==> src/rtl/tickgen_pkg.sv <==
package tickgen_pkg;

    localparam int unsigned SEL_W  = 4;
    localparam int unsigned CODE_N = 1 << SEL_W;

    typedef enum logic [1:0] {
        SRC_DIV = 2'd0,
        SRC_EXT = 2'd1,
        SRC_OFF = 2'd2
    } src_e;

    // Decide what a rate code means for a given build
    function automatic src_e classify(input logic [SEL_W-1:0] code,
                                      input int unsigned      base,
                                      input logic [CODE_N-1:0] ext_mask,
                                      input int unsigned      taps);
        if (ext_mask[code])
            return SRC_EXT;
        if ((int'(code) + int'(base)) < int'(taps))
            return SRC_DIV;
        return SRC_OFF;
    endfunction

endpackage

==> src/rtl/tg_prescaler.sv <==
module tg_prescaler #(
    parameter int unsigned PRE_W = 8
) (
    input  logic             clk,
    input  logic             rst_n,
    input  logic [PRE_W-1:0] cfg_val,
    output logic             pre_tick,
    output logic [PRE_W-1:0] limit_o
);

    typedef struct packed {
        logic [PRE_W-1:0] cnt;
        logic [PRE_W-1:0] limit;
    } pre_state_t;

    pre_state_t st_d, st_q;

    always_comb begin
        st_d     = st_q;
        pre_tick = (st_q.cnt == st_q.limit);
        if (pre_tick) begin
            st_d.cnt   = '0;
            st_d.limit = cfg_val;  // new value picked up only at wrap
        end else begin
            st_d.cnt = st_q.cnt + 1'b1;
        end
    end

    always_ff @(posedge clk or negedge rst_n) begin
        if (!rst_n) st_q <= '0;
        else        st_q <= st_d;
    end

    assign limit_o = st_q.limit;

endmodule

==> src/rtl/tg_divider.sv <==
module tg_divider #(
    parameter int unsigned TAPS = 5
) (
    input  logic            clk,
    input  logic            rst_n,
    input  logic            pre_tick,
    output logic [TAPS-1:0] tap
);

    localparam int unsigned DIV_W = (TAPS > 1) ? TAPS - 1 : 1;

    typedef struct packed {
        logic [DIV_W-1:0] cnt;
    } div_state_t;

    div_state_t st_d, st_q;

    always_comb begin
        st_d = st_q;
        if (pre_tick)
            st_d.cnt = st_q.cnt + 1'b1;
    end

    always_ff @(posedge clk or negedge rst_n) begin
        if (!rst_n) st_q <= '0;
        else        st_q <= st_d;
    end

    // Tap k fires on every 2^k-th prescaled tick
    for (genvar k = 0; k < TAPS; k++) begin : g_tap
        if (k == 0) begin : g_first
            assign tap[k] = pre_tick;
        end else begin : g_rest
            assign tap[k] = pre_tick & (&st_q.cnt[k-1:0]);
        end
    end

endmodule

==> src/rtl/tg_ext_sync.sv <==
module tg_ext_sync (
    input  logic clk,
    input  logic rst_n,
    input  logic ext_in,
    output logic rise
);

    typedef struct packed {
        logic s1;
        logic s2;
        logic s3;
    } sync_state_t;

    sync_state_t st_d, st_q;

    always_comb begin
        st_d.s1 = ext_in;
        st_d.s2 = st_q.s1;
        st_d.s3 = st_q.s2;
        rise    = st_q.s2 & ~st_q.s3;
    end

    always_ff @(posedge clk or negedge rst_n) begin
        if (!rst_n) st_q <= '0;
        else        st_q <= st_d;
    end

endmodule

==> src/rtl/tg_chan_sel.sv <==
module tg_chan_sel
    import tickgen_pkg::*;
#(
    parameter int unsigned       TAPS     = 5,
    parameter int unsigned       DIV_BASE = 1,
    parameter logic [CODE_N-1:0] EXT_MASK = 16'h0010
) (
    input  logic [SEL_W-1:0] code,
    input  logic [TAPS-1:0]  tap,
    input  logic             ext_rise,
    output logic             tick_d
);

    src_e        kind;
    int unsigned expo;

    always_comb begin
        kind   = classify(code, DIV_BASE, EXT_MASK, TAPS);
        expo   = int'(code) + DIV_BASE;
        tick_d = 1'b0;
        unique case (kind)
            SRC_EXT: tick_d = ext_rise;
            SRC_DIV: begin
                for (int k = 0; k < TAPS; k++)
                    if (expo == k) tick_d = tap[k];
            end
            default: tick_d = 1'b0;
        endcase
    end

endmodule

==> src/rtl/tickgen.sv <==
module tickgen
    import tickgen_pkg::*;
#(
    parameter int unsigned       NUM_CH   = 5,
    parameter int unsigned       PRE_W    = 8,
    parameter int unsigned       DATA_W   = 32,
    parameter int unsigned       MAX_LOG2 = 4,
    parameter int unsigned       DIV_BASE = 1,
    parameter logic [CODE_N-1:0] EXT_MASK = 16'h0010
) (
    input  logic              clk,
    input  logic              rst_n,
    input  logic              wr_en,
    input  logic              wr_addr,
    input  logic [DATA_W-1:0] wr_data,
    input  logic              rd_addr,
    output logic [DATA_W-1:0] rd_data,
    input  logic [1:0]        ext_clk,
    output logic [NUM_CH-1:0] tick
);

    localparam int unsigned TAPS   = MAX_LOG2 + 1;
    localparam int unsigned GRPS   = 2;
    localparam int unsigned PRE_TW = GRPS * PRE_W;
    localparam int unsigned SEL_TW = NUM_CH * SEL_W;

    typedef struct packed {
        logic [PRE_TW-1:0] pre;
        logic [SEL_TW-1:0] sel;
        logic [NUM_CH-1:0] tick;
    } top_state_t;

    top_state_t st_d, st_q;

    logic [GRPS-1:0]       pre_tick;
    logic [PRE_TW-1:0]     pre_limit;
    logic [GRPS-1:0]       ext_rise;
    logic [TAPS-1:0]       taps [GRPS];
    logic [NUM_CH-1:0]     tick_next;
    logic [PRE_TW-1:0]     cfg_pre_w;
    logic [SEL_TW-1:0]     cfg_sel_w;

    assign cfg_pre_w = st_q.pre;
    assign cfg_sel_w = st_q.sel;

    for (genvar g = 0; g < GRPS; g++) begin : g_grp
        tg_prescaler #(.PRE_W(PRE_W)) u_pre (
            .clk      (clk),
            .rst_n    (rst_n),
            .cfg_val  (st_q.pre[g*PRE_W +: PRE_W]),
            .pre_tick (pre_tick[g]),
            .limit_o  (pre_limit[g*PRE_W +: PRE_W])
        );

        tg_divider #(.TAPS(TAPS)) u_div (
            .clk      (clk),
            .rst_n    (rst_n),
            .pre_tick (pre_tick[g]),
            .tap      (taps[g])
        );

        tg_ext_sync u_sync (
            .clk    (clk),
            .rst_n  (rst_n),
            .ext_in (ext_clk[g]),
            .rise   (ext_rise[g])
        );
    end

    for (genvar c = 0; c < NUM_CH; c++) begin : g_ch
        localparam int unsigned GRP = (c < 2) ? 0 : 1;
        tg_chan_sel #(
            .TAPS     (TAPS),
            .DIV_BASE (DIV_BASE),
            .EXT_MASK (EXT_MASK)
        ) u_sel (
            .code     (st_q.sel[c*SEL_W +: SEL_W]),
            .tap      (taps[GRP]),
            .ext_rise (ext_rise[GRP]),
            .tick_d   (tick_next[c])
        );
    end

    always_comb begin
        st_d      = st_q;
        st_d.tick = tick_next;
        if (wr_en) begin
            if (wr_addr) st_d.sel = wr_data[SEL_TW-1:0];
            else         st_d.pre = wr_data[PRE_TW-1:0];
        end
    end

    always_ff @(posedge clk or negedge rst_n) begin
        if (!rst_n) st_q <= '0;
        else        st_q <= st_d;
    end

    always_comb begin
        rd_data = '0;
        if (rd_addr) rd_data[SEL_TW-1:0] = st_q.sel;
        else         rd_data[PRE_TW-1:0] = st_q.pre;
    end

    assign tick = st_q.tick;

endmodule

==> config.mk <==
export PLATFORM = sky130hd
export DESIGN_NAME = tickgen
export DESIGN_NICKNAME = d
export VERILOG_FILES = /design/src/rtl/tickgen_pkg.sv /design/src/rtl/tg_prescaler.sv /design/src/rtl/tg_divider.sv /design/src/rtl/tg_ext_sync.sv /design/src/rtl/tg_chan_sel.sv /design/src/rtl/tickgen.sv
export SDC_FILE = /design/constraint.sdc
export NUM_CORES = 1
export LEC_CHECK = 0
export ABC_CLOCK_PERIOD_IN_PS = 1500
export BUFFER_PORTS_ARGS = -buffer_cell sky130_fd_sc_hd__buf_2
export CORE_ASPECT_RATIO = 1.5
export CORE_MARGIN = 3
export CORE_UTILIZATION = 40
export DETAILED_ROUTE_END_ITERATION = 10
export SKIP_CTS_REPAIR_TIMING = 1
export SLEW_MARGIN = 30
export SYNTH_ARGS = -nofsm -noshare
export SYNTH_HDL_FRONTEND = slang
export SYNTH_SLANG_ARGS = --single-unit
==> constraint.sdc <==
create_clock -name clk -period 1.5 [get_ports clk]
set_clock_uncertainty 0.05 [all_clocks]
set_input_delay 0.3 -clock clk [delete_from_list [all_inputs] [get_ports clk]]
set_output_delay 0.3 -clock clk [all_outputs]
set_load 0.03 [all_outputs]
==> metrics.yaml <==
floorplanning:
  start_util: 0.414
  rows: 47
  die_y_um: 137
  die_w_um: 93.5
  io-pin-count: 76
  core_area_um2: 11100
  dieArea_um2: 12800
yosys:
  yosys.area.top_type: "dfrtp_1"
  synth_most_common_cell: "dfrtp_1"
  synth.distinct_cells: 43
  ys_warn_count: 0
  synth.cell_area_um2: 4600
  synth_common_cells: "dfrtp_1 (87), mux2_2 (74), ha_1 (31)"
  synth_area_leaders: "dfrtp_1 (47%), mux2_2 (18%), ha_1 (8.4%)"
  synth_seq_cells: 87
  synthCells: 376
  synth-async-reset-ratio: 1.00
  avgSynthCellArea_um2: 12.2
  synth_ff_type: "dfrtp_1"
  synth_edf_count: 0
  synth_top_area_frac: 0.473
  yosysSeqAreaShare: 0.473
clock_tree:
  ctsHtreeMaxLevel: 3
  clkTransAtPathRegs_ns: 0.06
  clkLatencyLatePin_ns: 0.34
  cts_tree: "built"
  cts-root-buf: "clkbuf_16"
  cts_buffer_depth: 2
  cts_made_buffers: 9
  clock_sinks: 87
hold_path:
  whs_path_depth: 1
  hold_path.startpoint: "ext_clk[1]"
  hold_class: "in2reg"
  min_to: "g_grp[1].u_sync.st_d[1]"
sta:
  worst_slack_ns: -0.174
  period_needed_ns: 1.67
  fin_crit_sh: 1.12
  setup_viol: 39
  rsz0062_at_grt: "yes"
  finalHoldViolations: 0
  clock.fmax_mhz: 597
  slew_viol_final: 0
  holdWs_ns: 0.0187
placed_design:
  port_buffers: 51
  pre_cts_slack_ns: -0.140
  gp_congestion: 0.824
  dp_hpwl_um: 7160
  placed_area_um2: 5520
  dp.cells: 629
detailed_routing:
  wirelength_um: 10500
  dr.pass1.iters: 4
  viasPerCell: 4.90
  drcViolationCount: 0
  first_iter_violations: 94
  drtAntennaViolNets: 0
  vias: 3314
  routedWlPerCell_um: 15.4
grt:
  grt_overflow: 0
  grt_pass1_wl_um: 15900
  antenna_found_initial: 0
  track_usage: 0.160
  grt_pass1_vias: 3386
  grt_max_degree: 29
pwr:
  p_sw_frac: 0.321
  powerDensity_nw_per_um2: 1510
  leakage_nw: 3.05
  combPwrFrac: 0.410
  p_sw_mw: 3.15
  seqPwrFrac: 0.362
  p_int_mw: 6.65
  vdd_drop_max_mv: 0.751
  power_frac_clock: 0.228
critical_path:
  reg2regPathDepth: 6
  rr_startpoint: "cfg_sel_w[5]"
  r2r_setup_slack_ns: -0.14
  end_kind: "primary output"
  worst-path-max-fanout: 4
  r2r_end: "tick[1]"
  crit_required_ns: 1.15
  worstSetupPathType: "reg2out"
  start_kind: "register"
  arrival_ns: 1.32
cells_and_area:
  fin_cells: 677
  final_area_um2: 6500
  nNetsFinal: 595
  syn_to_final_growth_pct: 41.3
  drive_gt1_frac: 0.536
  antenna_cells: 0
  fill_cells: 907
  final_core_utilization: 0.585
outcome:
  status: "finished with violations"
  violations: "negative setup slack"
job:
  cap_violations: 0
==> how the worst max path moves through the flow <==
| stage | startpoint | slack, ns | to |
|---|---|---|---|
| 3_3_place_gp | cfg_sel_w[8] | -0.11 | tick[2] |
| 4_1_cts | cfg_sel_w[8] | -0.26 | rd_data[8] |
| 2_1_floorplan | g_grp[1].u_pre.st_q[13] | -0.02 | g_grp[1].u_pre.limit_o[1] |
| 5_1_grt | cfg_sel_w[5] | -0.23 | tick[1] |
| 3_5_place_dp | cfg_sel_w[8] | -0.14 | tick[2] |
| 6_report | cfg_sel_w[9] | -0.17 | rd_data[9] |
==> worst max-delay path, stage by stage (launching register included) <==
cell	delay, ns
dfrtp_1	0.40
buf_4	0.16
mux2_2	0.28
buf_6	0.14
==> power by group through the flow <==
stage | Combinational [mW] | Clock, mW | Sequential, mW
6_report | 4.02 | 2.23 | 3.55
5_1_grt | 4.42 | 2.39 | 3.64
4_1_cts | 3.29 | 2.30 | 3.55
3_5_place_dp | 3.27 | 0 | 3.59
3_3_place_gp | 3.17 | 0 | 3.56
2_1_floorplan | 2.00 | 0 | 3.59
==> cell type report <==
cell class | count | area (µm²) | share of cell area
multi-input combinational | 264 | 2530 | 0.389
sequential | 87 | 2190 | 0.337
timing repair buffer | 149 | 1240 | 0.191
clock buffer | 11 | 243 | 0.0374
tap | 147 | 184 | 0.0283
clock inverter | 5 | 57.6 | 0.00886
inverter | 14 | 52.6 | 0.00809
==> metal layers <==
metal	vias up	global-route usage	routed length (µm)
met5	-	0	0
met4	0	0.0675	232
met3	16	0.0284	381
met2	73	0.288	5790
met1	1635	0.186	4050
li1	1590	-	-
==> registers in the layout (all words and copies together) (netlist names) <==
| signal | cells |
|---|---|
| cfg_sel_w | 20 |
| cfg_pre_w | 16 |
| g_grp.u_pre.limit_o | 16 |
| g_grp.u_pre.st_q | 16 |
| g_grp.u_div.st_q | 8 |
| tick | 5 |
| g_grp.u_sync.st_d | 4 |
| g_grp.u_sync.st_q | 2 |
==> layout by cell type (no fill, tap or decap), drive strengths merged, types with 2 or more instances in the layout <==
master  Yosys  final
a211o       2      2
a21oi      10     10
and2        4      4
and3        7      7
buf        20    148
clkbuf      2     11
clkinv      0      4
conb        1     12
dfrtp      87     87
ha         31     31
inv        14     14
mux2       74     74
mux2i       5      5
nand2       7      7
nand2b      4      4
nand3      15     15
nand3b      3      3
nand4       8      8
nor2       21     21
nor2b       5      5
o211ai      2      2
o21ai       5      5
o22ai       2      2
o31ai       2      2
xnor2      21     21
xor2       14     14
==> metrics by stage <==
stage | total power [mW] | TNS, ns
finish | 9.80 | -3.54
global route | 10.5 | -6.72
CTS | 9.14 | -5.39
detailed placement | 6.86 | -2.08
global placement | 6.73 | -1.65
floorplan | 5.59 | -0.109
==> cell families after synthesis <==
group,count (synthesis),synth area share
flip-flops,87,0.473
multiplexers,79,0.192
AND/OR/NAND/NOR,77,0.0944
buffers and inverters,36,0.0446
XOR/XNOR,35,0.0683
adder cells (fa/ha/maj),31,0.0844
AO/OA/AOI/OAI,30,0.0419
other,1,0.000816
No activity file was read; power rests on OpenSTA's default activity.
